## config.mk

```make
export PLATFORM = sky130hd
export DESIGN_NAME = ivc_top
export DESIGN_NICKNAME = d
export VERILOG_FILES = /design/src/rtl/ivc_pkg.sv /design/src/rtl/ivc_regs.sv /design/src/rtl/ivc_vector.sv /design/src/rtl/ivc_alarm_latch.sv /design/src/rtl/ivc_top.sv
export SDC_FILE = /design/constraint.sdc
export NUM_CORES = 1
export LEC_CHECK = 0
export CORE_UTILIZATION = 35
export CTS_BUF_LIST = sky130_fd_sc_hd__clkbuf_8
export DETAILED_ROUTE_END_ITERATION = 6
export DONT_BUFFER_PORTS = 1
export PLACE_DENSITY = 0.48
export SLEW_MARGIN = 40
export SYNTH_ARGS = -nofsm -noshare
export SYNTH_HDL_FRONTEND = slang
export SYNTH_SLANG_ARGS = --single-unit
```

## constraint.sdc

```tcl
create_clock -name clk -period 1.9 [get_ports clk]
set_input_delay 0.19 -clock clk [delete_from_list [all_inputs] [get_ports clk]]
set_output_delay 0.19 -clock clk [all_outputs]
set_load 0.02 [all_outputs]
```

## src/rtl/ivc_pkg.sv

```systemverilog
package ivc_pkg;
  localparam int ADDR_W = 4;
  typedef logic [ADDR_W-1:0] addr_t;
  localparam addr_t A_CTRL = 4'h8;
  localparam addr_t A_VEC  = 4'h9;
  localparam addr_t A_ALM  = 4'hA;
  localparam addr_t A_SEL  = 4'hB;
endpackage

```

## src/rtl/ivc_regs.sv

```systemverilog
module ivc_regs #(
  parameter int NUM_CAT = 8,
  parameter int DATA_W  = 8,
  parameter int ALARM_W = 8
) (
  input  logic                        clk,
  input  logic                        rst_n,
  input  logic                        wr,
  input  ivc_pkg::addr_t              addr,
  input  logic [DATA_W-1:0]           wdata,
  output logic [NUM_CAT*DATA_W-1:0]   mask_flat,
  output logic                        ctrl_tog,
  output logic [ALARM_W-1:0]          alm_sel,
  output logic                        ack
);
  import ivc_pkg::*;

  // enable words, one per category
  for (genvar k = 0; k < NUM_CAT; k++) begin : g_mask
    logic [DATA_W-1:0] m_d, m_q;
    logic              m_en;
    always_comb begin
      m_en = wr && (addr == ADDR_W'(k));
      m_d  = wdata;
    end
    always_ff @(posedge clk or negedge rst_n) begin
      if (!rst_n)    m_q <= '0;
      else if (m_en) m_q <= m_d;
    end
    assign mask_flat[k*DATA_W +: DATA_W] = m_q;
  end

  logic               tog_q, tog_d, tog_en;
  logic [ALARM_W-1:0] sel_q, sel_d;
  logic               sel_en;

  always_comb begin
    tog_en = wr && (addr == A_CTRL);
    tog_d  = wdata[0];
    ack    = tog_en && (wdata[0] != tog_q);
    sel_en = wr && (addr == A_SEL);
    sel_d  = wdata[ALARM_W-1:0];
  end

  always_ff @(posedge clk or negedge rst_n) begin
    if (!rst_n)      tog_q <= 1'b0;
    else if (tog_en) tog_q <= tog_d;
  end

  always_ff @(posedge clk or negedge rst_n) begin
    if (!rst_n)      sel_q <= '1;
    else if (sel_en) sel_q <= sel_d;
  end

  assign ctrl_tog = tog_q;
  assign alm_sel  = sel_q;
endmodule

```

## src/rtl/ivc_vector.sv

```systemverilog
module ivc_vector #(
  parameter int NUM_CAT = 8,
  parameter int DATA_W  = 8
) (
  input  logic                      clk,
  input  logic                      rst_n,
  input  logic [NUM_CAT*DATA_W-1:0] evt,
  input  logic [NUM_CAT*DATA_W-1:0] mask_flat,
  input  logic                      clr,
  output logic [NUM_CAT-1:0]        vec
);
  for (genvar k = 0; k < NUM_CAT; k++) begin : g_cat
    logic hit, v_d, v_q;
    always_comb begin
      hit = |(evt[k*DATA_W +: DATA_W] & mask_flat[k*DATA_W +: DATA_W]);
      // an event in the clearing cycle survives the clear
      v_d = clr ? hit : (v_q | hit);
    end
    always_ff @(posedge clk or negedge rst_n) begin
      if (!rst_n) v_q <= 1'b0;
      else        v_q <= v_d;
    end
    assign vec[k] = v_q;
  end
endmodule

```

## src/rtl/ivc_alarm_latch.sv

```systemverilog
module ivc_alarm_latch #(
  parameter int ALARM_W = 8
) (
  input  logic               clk,
  input  logic               rst_n,
  input  logic [ALARM_W-1:0] alarm,
  input  logic [ALARM_W-1:0] sel,
  input  logic               clr,
  output logic [ALARM_W-1:0] lat
);
  logic [ALARM_W-1:0] lat_d, lat_q;

  always_comb begin
    lat_d = (clr ? '0 : lat_q) | (alarm & sel);
  end

  always_ff @(posedge clk or negedge rst_n) begin
    if (!rst_n) lat_q <= '0;
    else        lat_q <= lat_d;
  end

  assign lat = lat_q;
endmodule

```

## src/rtl/ivc_top.sv

```systemverilog
module ivc_top #(
  parameter int NUM_CAT = 8,
  parameter int DATA_W  = 8,
  parameter int ALARM_W = 8
) (
  input  logic                        clk,
  input  logic                        rst_n,
  input  logic [NUM_CAT*DATA_W-1:0]   evt_i,
  input  logic [ALARM_W-1:0]          alarm_i,
  input  logic [ivc_pkg::ADDR_W-1:0]  addr,
  input  logic                        rd,
  input  logic                        wr,
  input  logic [DATA_W-1:0]           wdata,
  output logic [DATA_W-1:0]           rdata,
  output logic                        irq_oe
);
  import ivc_pkg::*;

  logic [NUM_CAT*DATA_W-1:0] mask_flat;
  logic                      ctrl_tog;
  logic [ALARM_W-1:0]        alm_sel;
  logic                      ack;
  logic [NUM_CAT-1:0]        vec_q;
  logic [ALARM_W-1:0]        alm_q;
  logic                      vec_clr, alm_clr;
  logic [DATA_W-1:0]         rd_mux, rdata_q;

  ivc_regs #(.NUM_CAT(NUM_CAT), .DATA_W(DATA_W), .ALARM_W(ALARM_W)) u_regs (
    .clk(clk), .rst_n(rst_n), .wr(wr), .addr(addr), .wdata(wdata),
    .mask_flat(mask_flat), .ctrl_tog(ctrl_tog), .alm_sel(alm_sel), .ack(ack)
  );

  assign vec_clr = (rd && (addr == A_VEC)) || ack;
  assign alm_clr = rd && (addr == A_ALM);

  ivc_vector #(.NUM_CAT(NUM_CAT), .DATA_W(DATA_W)) u_vec (
    .clk(clk), .rst_n(rst_n), .evt(evt_i), .mask_flat(mask_flat),
    .clr(vec_clr), .vec(vec_q)
  );

  ivc_alarm_latch #(.ALARM_W(ALARM_W)) u_alm (
    .clk(clk), .rst_n(rst_n), .alarm(alarm_i), .sel(alm_sel),
    .clr(alm_clr), .lat(alm_q)
  );

  always_comb begin
    rd_mux = '0;
    for (int k = 0; k < NUM_CAT; k++)
      if (addr == ADDR_W'(k)) rd_mux = mask_flat[k*DATA_W +: DATA_W];
    case (addr)
      A_CTRL:  rd_mux[0] = ctrl_tog;
      A_VEC:   rd_mux[NUM_CAT-1:0] = vec_q;
      A_ALM:   rd_mux[ALARM_W-1:0] = alm_q;
      A_SEL:   rd_mux[ALARM_W-1:0] = alm_sel;
      default: ;
    endcase
  end

  always_ff @(posedge clk or negedge rst_n) begin
    if (!rst_n)  rdata_q <= '0;
    else if (rd) rdata_q <= rd_mux;
  end

  assign rdata  = rdata_q;
  assign irq_oe = |vec_q;
endmodule

```

== Word-level counts from Yosys, hierarchy flattened ==
Cells that the tools add are included.
Storage, ports and cells
  output and inout port bits: 9
  flip-flop bits (word level): 97
  logic and storage cells: 93
Cells by class
  multiplexer cells: 19
  reduce and logical (&&, ||, !) cells: 24
  equal/unequal tests: 12
  bitwise operators: 18
Operator list (number)
  8-bit AND: 9
  8-bit two-way mux: 9
  8-bit OR reduction: 9
  7-bit case mux with 3 select lines: 1
  4-bit by 3-bit equality test with 1-bit output, second input constant: 4
  4-bit equality test, second input constant: 4
  1-bit logical AND: 13
  4-bit by 2-bit equality test with 1-bit output, second input constant: 2
  1-bit two-way mux: 8
  1-bit OR: 8
  8-bit OR: 1
  4-bit by 1-bit equality test with 1-bit output, second input constant: 1
  4-bit zero test: 1
  1-bit case mux with 4 select lines: 1
  1-bit logical OR: 1
  1-bit != test: 1

== Logic depth before layout (Yosys ltp) ==
Gate-level depths: netlist of the first run.
  depth in word-level cells: 10
  depth in mapped cells: 6
  mapped depth without buffers: 4

== By module ==
Synthesis of the first run repeated with hierarchy kept, for this count alone.
Second synthesis, totals
  cell total of the unflattened synthesis: 411
  area total of the unflattened synthesis: 5054.8 um^2
Modules (own cells, without submodules)
  ivc_regs: sequential area each 1836.8 um^2, times used 1, area each 2876.5 um^2, cells an instance 168
  ivc_top: sequential area each 200.2 um^2, times used 1, area each 1241.2 um^2, cells an instance 154
  ivc_vector: sequential area each 200.2 um^2, times used 1, area each 636.9 um^2, cells an instance 57
  ivc_alarm_latch: sequential area each 200.2 um^2, times used 1, area each 300.3 um^2, cells an instance 32

== Worst setup path after synthesis of the first run ==
No wires, ideal clock.
  kind: in2reg
  from: input port addr[3] in the netlist's numbering
  to: register u_regs.g_mask[4].m_q[1]
  stages: 5
  path slack: 0.453 ns
  arrival: 1.322 ns
  setup time: 0.125 ns
  path buffers: 1
  required time: 1.775 ns
  path through: buf_2 -> nor2b_2 -> nand2_1 -> nor3_4 -> mux2_2
On the way
  word-level cells in the longest chain between the ends: 2
RTL lines
  start, declared: RTL line ivc_top.sv:10  | input logic [ivc_pkg::ADDR_W-1:0] addr,
  4-bit by 3-bit equality test with 1-bit output: RTL line ivc_regs.sv:23  | m_en = wr && (addr == ADDR_W'(k));
  1-bit logical AND: RTL line ivc_regs.sv:23
  end signal, assigned: RTL line ivc_regs.sv:28  | else if (m_en) m_q <= m_d;
  end, declared: RTL line ivc_regs.sv:20  | logic [DATA_W-1:0] m_d, m_q;
Every way passes these cells.
A chain may end at the register's enable or synchronous reset.

== Worst setup path after layout of the first run ==
  from: register u_regs.g_mask[0].m_q[3]
  to: register rdata_q[3] (netlist: rdata[3])
On the way
  word-level cells in the longest chain between the ends: 9
RTL lines
  start, declared: RTL line ivc_regs.sv:20
  start signal, assigned: RTL line ivc_regs.sv:28
  8-bit two-way mux (8 in a row): RTL line ivc_top.sv:49  | if (addr == ADDR_W'(k)) rd_mux = mask_flat[k*DATA_W +: DATA_W];
  7-bit case mux with 3 select lines: RTL line ivc_top.sv:50  | case (addr)
  end signal, assigned: RTL line ivc_top.sv:61  | else if (rd) rdata_q <= rd_mux;
  end, declared: RTL line ivc_top.sv:26  | logic [DATA_W-1:0] rd_mux, rdata_q;
Every way passes these cells.

==> results of run 1 <==
per-stage QoR:
step	hold slack (ps)	utilization [%]	cell area [sq um]	setup slack (ps)
after global routing	-536	40.0	5360	241
after CTS	-527	40.0	5360	284
final	-500	40.0	5360	280
after global placement	-101	37.5	5020	303
after floorplan	-106	-	4880	453
after detailed placement	-101	37.5	5020	302
state kept, by name, summed over array words and instances (netlist names):
signal / flops
rdata: 8
u_regs.ctrl_tog: 1
u_alm.lat: 8
u_vec.g_cat.v_q: 8
u_regs.g_mask.m_q: 64
u_regs.alm_sel: 8
cells by family after synthesis:
kind of cell	after synthesis
and+or+nand+nor	81
DFF	97
xor gates and xnor gates	1
muxes	89
buffers and inverters	24
AOI/OAI and AO/OA	111
power by group:
part	switching (mW)	internal, mW
combinational	0.392	0.569
clock	0.721	0.488
sequential	0.439	2.51
worst paths after layout:
kind                                                  endpoint  slack, ps  cells past startpoint
max                                       rdata[3]$_DFFE_PN0P_        280                      4
min                        u_regs.g_mask[1].m_q[3]$_DFFE_PN0P_       -500                      0
min in group clk                          rdata[2]$_DFFE_PN0P_         30                      2
min reg2reg                             u_alm.lat[3]$_DFF_PN0_        510                      1
max reg2reg                               rdata[3]$_DFFE_PN0P_        280                      4
max in group asynchronous        u_regs.alm_sel[2]$_DFFE_PN1P_       2130                      0
cell type report:
class	count	area, sq um	area share (%)
Sequential cell	97	2440	45.5
Timing Repair Buffer	21	200	3.74
Multi-Input combinational cell	282	2320	43.3
Inverter	4	15.0	0.280
Tap cell	176	220	4.11
Clock buffer	10	138	2.57
Clock inverter	6	23.8	0.444
Antenna cell	1	2.50	0.0467
cells in the final DEF, fill, tap and decap left out, drive strengths merged, types with 11 or more instances in the layout:
| cell | n |
|---|---|
| dfrtp | 89 |
| mux2 | 73 |
| a22oi | 34 |
| a21oi | 17 |
| dlygate4sd3 | 17 |
| nor2 | 16 |
| nand2 | 15 |
| o21ai | 11 |
| mux2i | 11 |
synth_stat cells, types with 9 or more instances:
cell type,n
nand2b_1,10
a21o_1,9
nor2_1,11
mux2i_1,11
mux2_2,73
o21ai_0,11
a22oi_1,34
nand4_1,9
dfrtp_1,89
nand2_1,15
a21oi_1,17
metal layers:
| layer | vias to the layer above | global-route usage [%] | part of all wire [%] |
|---|---|---|---|
| met4 | 0 | 6.09 | 1.2 |
| met3 | 10 | 6.51 | 7.0 |
| met5 | - | 0 | 0 |
| met1 | 1905 | 32.3 | 46 |
| li1 | 1590 | - | - |
| met2 | 131 | 32.8 | 45 |
==> results.json, run 1 <==
{
  "status": "finished with violations",
  "violations": "hold timing",
  "yosys_warnings": 0,
  "insertion_delay_ps": 380,
  "synth_xor_area_share_pct": 0.179,
  "clockRootBuffer": "clkbuf_8",
  "tightest_slew_ps": 644,
  "io_buffers": 0,
  "first_iter_violations": 340,
  "critPathKind": "register to register",
  "drive_gt1_share_pct": 26.9,
  "synth.distinct_cells": 49,
  "io_pins": 97,
  "netlist_instances": 403,
  "peakVddDrop_uv": 426,
  "synth_flop_cell": "dfrtp_1",
  "finalHoldViolCount": 97,
  "antenna_found_initial": 1,
  "num_vias": 3636,
  "synth_top_family_by_area": "multiplexers",
  "avgSynthCellArea_sq_um": 12.1,
  "rows": 42,
  "cts_hold_buf": 17,
  "die_x_um": 120,
  "finalCriticalPeriod_ps": 1620,
  "drc": 0,
  "die_h_um": 120,
  "synthAdderAreaFrac_pct": 0,
  "initial_core_util_pct": 36.4,
  "crit_start": "u_regs.g_mask[0].m_q[3]$_DFFE_PN0P_",
  "fillCellCount": 1320,
  "synth_mux_area_share_pct": 21.4,
  "cts_buffers": 9,
  "powerDensity_mw_per_mm2": 955,
  "tns_ps": 0,
  "cp-start-kind": "register",
  "hold_class": "input pin to asynchronous set/reset pin",
  "synth_edf_count": 0,
  "wl_per_cell_um": 26.0,
  "fin_hold_ws_ps": -500,
  "synth_area_leaders": "dfrtp_1 46%, mux2_2 17%, a22oi_1 5.2%, dfstp_2 4.3%, mux4_2 2.3%",
  "fin_cells": 597,
  "critPathMaxStageDelay_ps": 410,
  "ant_nets": 0,
  "area_growth_pct": 9.77,
  "critical_path.top_delay_family": "compound AO/OA/AOI/OAI gates",
  "syn_nets": 491,
  "routed_wl_um": 15500,
  "slew_violations": 0,
  "grt_pass1_vias": 3611,
  "synth.largest_area_cell": "dfrtp_1",
  "p_total_mw": 5.12,
  "finalCritPeriodShare_pct": 85.2,
  "cts_resized": 0,
  "grt_first_pass_wirelength_um": 23400,
  "die_area_sq_mm": 0.0144,
  "relSlewSlack_pct": 56.9,
  "drtPass1Iterations": 5,
  "seq_area_frac_synth_pct": 49.9,
  "rsz0062_at_grt": "no",
  "grt_max_degree": 98,
  "gr-total-overflow": 0,
  "dp_hpwl_um": 10700,
  "path_clk_slew_ps": 90,
  "grt_use_total_pct": 22.5,
  "finalNetCount": 503,
  "skew_ps": 9.12,
  "clock.fmax_mhz": 617,
  "yosys_register_bits": 97,
  "syn_area_sq_mm": 0.00488,
  "cp_max_fo": 3,
  "place_inst": 563,
  "post-cts-setup-buffers": 0,
  "vias_per_cell": 6.09,
  "worstPathArrival_ps": 1890,
  "end_kind": "register",
  "maxCapViolations": 0,
  "yosysTopAreaCellShare_pct": 45.6,
  "htreeDepth": 3,
  "setup_violations": 0,
  "cts_tree": "built",
  "cts_sinks": 97,
  "timing.rr.start": "u_regs.g_mask[0].m_q[3]$_DFFE_PN0P_",
  "synthSimpleGateAreaFrac_pct": 9.66,
  "place_congestion": 0.812,
  "crit_chain": "or3_1, a32oi_1, a21oi_1, o32a_1",
  "synthArstFlopShare_pct": 100,
  "crit_slowest_cell": "dfrtp_1",
  "leakage_nw": 2.14,
  "cts_buffer_depth": 2,
  "crit_required_ps": 2170,
  "path_buf_inv": 0,
  "synth-compound-area-share_pct": 16.3,
  "coreArea_sq_mm": 0.0134
}
Power figures use the tool's default switching activity.
==> run 2, diff against run 1 <==
--- a/config.mk
+++ b/config.mk
@@ -9,7 +9,7 @@
 export CTS_BUF_LIST = sky130_fd_sc_hd__clkbuf_8
 export DETAILED_ROUTE_END_ITERATION = 6
 export DONT_BUFFER_PORTS = 1
-export PLACE_DENSITY = 0.48
+export PLACE_DENSITY = 0.6
 export SLEW_MARGIN = 40
 export SYNTH_ARGS = -nofsm -noshare
 export SYNTH_HDL_FRONTEND = slang
==> run 2 against run 1 <==
Compared with the run above: largest cell class unchanged; worst hold slack worse by 9.6 ps; setup slack worse by 69 ps; count of clock-buffer cells in the layout stayed put; critical path type unchanged; core utilization is 0.093 points lower; sequential power hardly changed; maximum frequency is 4.1% lower; the flow still finishes with violations (hold timing).
==> results.json, run 2 (synthesis gave the netlist of run 1 again) <==
{
  "finalHoldViolCount": 97,
  "layout_setup_ws_ps": 211,
  "clock.fmax_mhz": 592,
  "tns_ps": 0,
  "fillCellCount": 1289,
  "first_iter_violations": 258,
  "post-place-ws_ps": 254,
  "dp_hpwl_um": 10500,
  "cp_max_fo": 3,
  "cts_buffer_depth": 2,
  "grt_max_degree": 98,
  "die_x_um": 120,
  "fin_hold_ws_ps": -509,
  "path_clk_slew_ps": 90,
  "wl_per_cell_um": 24.6,
  "place_inst": 561,
  "cts_tree": "built",
  "p_total_mw": 5.09,
  "top_register": "u_regs.g_mask.m_q",
  "place_congestion": 0.882,
  "multi_input_comb_area_sq_mm": 0.00232,
  "coreArea_sq_mm": 0.0134,
  "vias_per_cell": 6.05,
  "finalNetCount": 501,
  "grt_use_total_pct": 21.5,
  "peakVddDrop_uv": 365,
  "die_h_um": 120,
  "internal_power_mw": 3.57,
  "finalCritPeriodShare_pct": 88.9,
  "end_kind": "register",
  "tightest_slew_ps": 608,
  "antenna_cells": 0,
  "relSlewSlack_pct": 59.4,
  "antenna_found_initial": 0,
  "insertion_delay_ps": 380,
  "final_cell_mix": "89 x dfrtp_1, 73 x mux2_2, 34 x a22oi_1",
  "largest_register_ffs": 64,
  "area_growth_pct": 9.51,
  "post-cts-setup-buffers": 0,
  "ant_nets": 0,
  "critPathKind": "register to register",
  "clockRootBuffer": "clkbuf_8",
  "utilization_pct": 39.9,
  "rows": 42,
  "cp-start-kind": "register",
  "switching_power_mw": 1.52,
  "io_buffers": 0,
  "power_frac_comb_pct": 18.9,
  "cts_hold_buf": 17,
  "die_area_sq_mm": 0.0144,
  "cts_resized": 0,
  "seqPwrFrac_pct": 57.5,
  "powerDensity_mw_per_mm2": 953,
  "hold_class": "input pin to asynchronous set/reset pin",
  "htreeDepth": 3,
  "grt_pass1_vias": 3686,
  "crit_required_ps": 2140,
  "routed_wl_um": 14600,
  "maxCapViolations": 0,
  "grt_first_pass_wirelength_um": 22600,
  "initial_core_util_pct": 36.4,
  "cts_sinks": 97,
  "num_vias": 3596,
  "seqCellArea_sq_mm": 0.00244,
  "gr-total-overflow": 0,
  "clkPwrFrac_pct": 23.6,
  "rsz0062_at_grt": "no",
  "io_pins": 97,
  "leakage_nw": 2.12,
  "fin_cells": 594,
  "slew_violations": 0,
  "mostFrequentLayoutCell": "dfrtp_1",
  "cts_buffers": 9,
  "violations": "hold timing",
  "swShare_pct": 29.9,
  "worstPathArrival_ps": 1920,
  "drive_gt1_share_pct": 27.0,
  "finalCriticalPeriod_ps": 1690,
  "setup_violations": 0,
  "skew_ps": 12.5,
  "status": "finished with violations",
  "drtPass1Iterations": 5,
  "drc": 0
}
==> run 2: changes by cell type in the layout (fill, tap and decap cells not counted), sizes merged <==
| cell | before | now |
|---|---|---|
| buf | 4 | 2 |
| inv | 8 | 6 |
| clkinvlp | 0 | 1 |
| diode | 1 | 0 |
| clkinv | 2 | 3 |
==> run 2: layout make-up <==
cell class / count / share of cell area [%]
flip-flops and latches: 97 / 45.6
multi-input cells: 282 / 43.4
well taps: 176 / 4.12
repair buffers: 19 / 3.46
clock buffers: 10 / 2.57
clock inverters: 6 / 0.538
inverters: 4 / 0.281
==> run 2: path summary, 6_finish.rpt <==
kind                                                           from                                   to  depth (start not counted)  slack (ps)
worst max-delay path            u_regs.g_mask[3].m_q[6]$_DFFE_PN0P_                 rdata[6]$_DFFE_PN0P_                          4         210
worst min-delay path                                          rst_n  u_regs.g_mask[0].m_q[2]$_DFFE_PN0P_                          0        -510
worst max register to register  u_regs.g_mask[3].m_q[6]$_DFFE_PN0P_                 rdata[6]$_DFFE_PN0P_                          4         210
worst min register to register               u_alm.lat[4]$_DFF_PN0_               u_alm.lat[4]$_DFF_PN0_                          1         510
max in group asynchronous                                     rst_n        u_regs.alm_sel[2]$_DFFE_PN1P_                          0        2180
min in group clk                                                 rd                 rdata[1]$_DFFE_PN0P_                          2          20
==> run 2: power groups by stage <==
stage	Clock, mW	Combinational (mW)	Sequential (mW)
after global placement	0	0.866	2.94
after global routing	1.33	1.04	2.98
final	1.20	0.961	2.93
after floorplan	0	0.778	2.79
after detailed placement	0	0.889	2.97
after CTS	1.24	0.963	2.93
==> run 2: metal layers <==
| layer | vias up | GRT usage [%] | share of wire, % |
|---|---|---|---|
| li1 | 1578 | - | - |
| met1 | 1858 | 29.6 | 45 |
| met2 | 142 | 32.1 | 45 |
| met3 | 18 | 5.42 | 7.9 |
| met4 | 0 | 8.52 | 2.1 |
| met5 | - | 0 | 0 |
==> run 2: per-stage QoR <==
stage	hold WS (ps)	cell area, sq um
after floorplan	-106	4880
after detailed placement	-104	5010
after CTS	-533	5350
after global placement	-103	5010
after global routing	-535	5350
final	-509	5350
==> run 2: worst max-delay path, stage by stage (launching register included) <==
cell and delay (ps):
dfrtp_1 410, nor2b_1 160, mux4_2 510, o211ai_1 300, a41oi_1 160
==> run 3, diff against run 2 <==
--- a/config.mk
+++ b/config.mk
@@ -5,11 +5,14 @@
 export SDC_FILE = /design/constraint.sdc
 export NUM_CORES = 1
 export LEC_CHECK = 0
+export CAP_MARGIN = 20
+export CELL_PAD_IN_SITES_DETAIL_PLACEMENT = 1
+export CELL_PAD_IN_SITES_GLOBAL_PLACEMENT = 2
 export CORE_UTILIZATION = 35
 export CTS_BUF_LIST = sky130_fd_sc_hd__clkbuf_8
 export DETAILED_ROUTE_END_ITERATION = 6
 export DONT_BUFFER_PORTS = 1
-export PLACE_DENSITY = 0.6
+export PLACE_DENSITY = 0.79
 export SLEW_MARGIN = 40
 export SYNTH_ARGS = -nofsm -noshare
 export SYNTH_HDL_FRONTEND = slang
==> run 3 against run 2 <==
Compared with the run above: the run still ends with hold timing left; count of clock-buffer cells in the layout unchanged; design area about the same; core utilization about the same; maximum frequency down 1.3%; first-iteration DRC count down 0.78%; sequential share of layout area about the same; critical path type unchanged; largest power group unchanged.
==> results.json, run 3 (synthesis gave the netlist of run 1 again) <==
{
  "status": "finished with violations",
  "violations": "hold timing",
  "path_clk_slew_ps": 90,
  "layout_setup_ws_ps": 189,
  "finalNetCount": 502,
  "end_kind": "register",
  "grt_pass1_vias": 3914,
  "leakage_nw": 2.13,
  "die_area_sq_mm": 0.0144,
  "antenna_cells": 0,
  "antenna_found_initial": 0,
  "gr-total-overflow": 0,
  "clockRootBuffer": "clkbuf_8",
  "coreArea_sq_mm": 0.0134,
  "insertion_delay_ps": 380,
  "top_register": "u_regs.g_mask.m_q",
  "final_area_sq_mm": 0.00534,
  "grt_use_total_pct": 23.7,
  "hold_class": "input pin to asynchronous set/reset pin",
  "cts_resized": 0,
  "place_area_sq_mm": 0.00502,
  "grt_max_degree": 98,
  "cp_max_fo": 3,
  "final_cell_mix": "89 x dfrtp_1, 73 x mux2_2, 34 x a22oi_1",
  "die_h_um": 120,
  "skew_ps": 10.4,
  "clock.fmax_mhz": 585,
  "initial_core_util_pct": 36.4,
  "cts_sinks": 97,
  "fin_hold_ws_ps": -506,
  "relSlewSlack_pct": 54.6,
  "first_iter_violations": 256,
  "slew_violations": 0,
  "crit_required_ps": 2130,
  "worstPathArrival_ps": 1940,
  "cts_buffer_depth": 2,
  "cts_hold_buf": 17,
  "place_congestion": 0.828,
  "finalCriticalPeriod_ps": 1710,
  "largest_register_ffs": 64,
  "cts_tree": "built",
  "maxCapViolations": 0,
  "dp_hpwl_um": 11300,
  "drive_gt1_share_pct": 26.6,
  "powerDensity_mw_per_mm2": 959,
  "rows": 42,
  "critPathKind": "register to register",
  "drtPass1Iterations": 4,
  "finalCritPeriodShare_pct": 90.0,
  "peakVddDrop_uv": 297,
  "htreeDepth": 3,
  "ant_nets": 0,
  "vias_per_cell": 6.08,
  "mostFrequentLayoutCell": "dfrtp_1",
  "wl_per_cell_um": 27.2,
  "finalHoldViolCount": 97,
  "tns_ps": 0,
  "drc": 0,
  "num_vias": 3609,
  "grt_first_pass_wirelength_um": 24800,
  "tightest_slew_ps": 679,
  "io_buffers": 0,
  "routed_wl_um": 16100,
  "cp-start-kind": "register",
  "io_pins": 97,
  "cts_buffers": 9,
  "die_x_um": 120,
  "rsz0062_at_grt": "no",
  "post-place-ws_ps": 240,
  "area_growth_pct": 9.46,
  "setup_violations": 0
}
==> run 3: per-layer routing <==
| metal | global-route usage, % | part of all wire, % | vias to the layer above |
|---|---|---|---|
| li1 | - | - | 1583 |
| met1 | 31.6 | 45 | 1906 |
| met2 | 38.3 | 48 | 101 |
| met3 | 4.85 | 5.3 | 19 |
| met4 | 8.44 | 1.8 | 0 |
| met5 | 0 | 0 | - |
==> run 3: worst max-delay path, cell delays in order, from the launching register on <==
cell      delay (ps)
dfrtp_1          440
nor2b_1          150
mux4_2           470
o211ai_1         310
a41oi_1          180
==> run 3: repair_timing <==
item,CTS,global route
endpoints found under the setup margin,0,0
endpoints found under the hold margin,185,97
buffers inserted,0,0
==> run 3: power breakdown <==
part	switching [mW]	leakage (nW)	internal [mW]
clock network	0.715	0.0985	0.484
logic	0.419	0.905	0.570
registers	0.428	1.12	2.51
==> run 3: worst paths after layout <==
| kind | cells after the start | start | end | slack (ps) |
|---|---|---|---|---|
| setup / recovery | 4 | u_regs.g_mask[3].m_q[6]$_DFFE_PN0P_ | rdata[6]$_DFFE_PN0P_ | 190 |
| hold / removal | 0 | rst_n | u_regs.g_mask[3].m_q[1]$_DFFE_PN0P_ | -510 |
| setup reg to reg | 4 | u_regs.g_mask[3].m_q[6]$_DFFE_PN0P_ | rdata[6]$_DFFE_PN0P_ | 190 |
| hold reg to reg | 1 | u_alm.lat[2]$_DFF_PN0_ | u_alm.lat[2]$_DFF_PN0_ | 520 |
| max in group asynchronous | 0 | rst_n | u_regs.alm_sel[5]$_DFFE_PN1P_ | 2170 |
| min in group clk | 2 | rd | rdata[6]$_DFFE_PN0P_ | 30 |
==> run 3: area by class of cell <==
| class | count | area, sq um |
|---|---|---|
| Clock buffer | 10 | 138 |
| Timing Repair Buffer | 20 | 193 |
| Fill cell | 1438 | 8060 |
| Clock inverter | 5 | 18.8 |
| Inverter | 4 | 15.0 |
| Tap cell | 176 | 220 |
| Sequential cell | 97 | 2440 |
| Multi-Input combinational cell | 282 | 2320 |
==> run 3: metrics by stage <==
stage | utilization, % | total power, mW | instances
2_1_floorplan | - | 3.57 | 403
4_1_cts | 39.9 | 5.14 | 594
5_1_grt | 39.9 | 5.37 | 594
3_3_place_gp | 37.4 | 3.82 | 562
6_report | 39.9 | 5.13 | 594
3_5_place_dp | 37.4 | 3.88 | 562
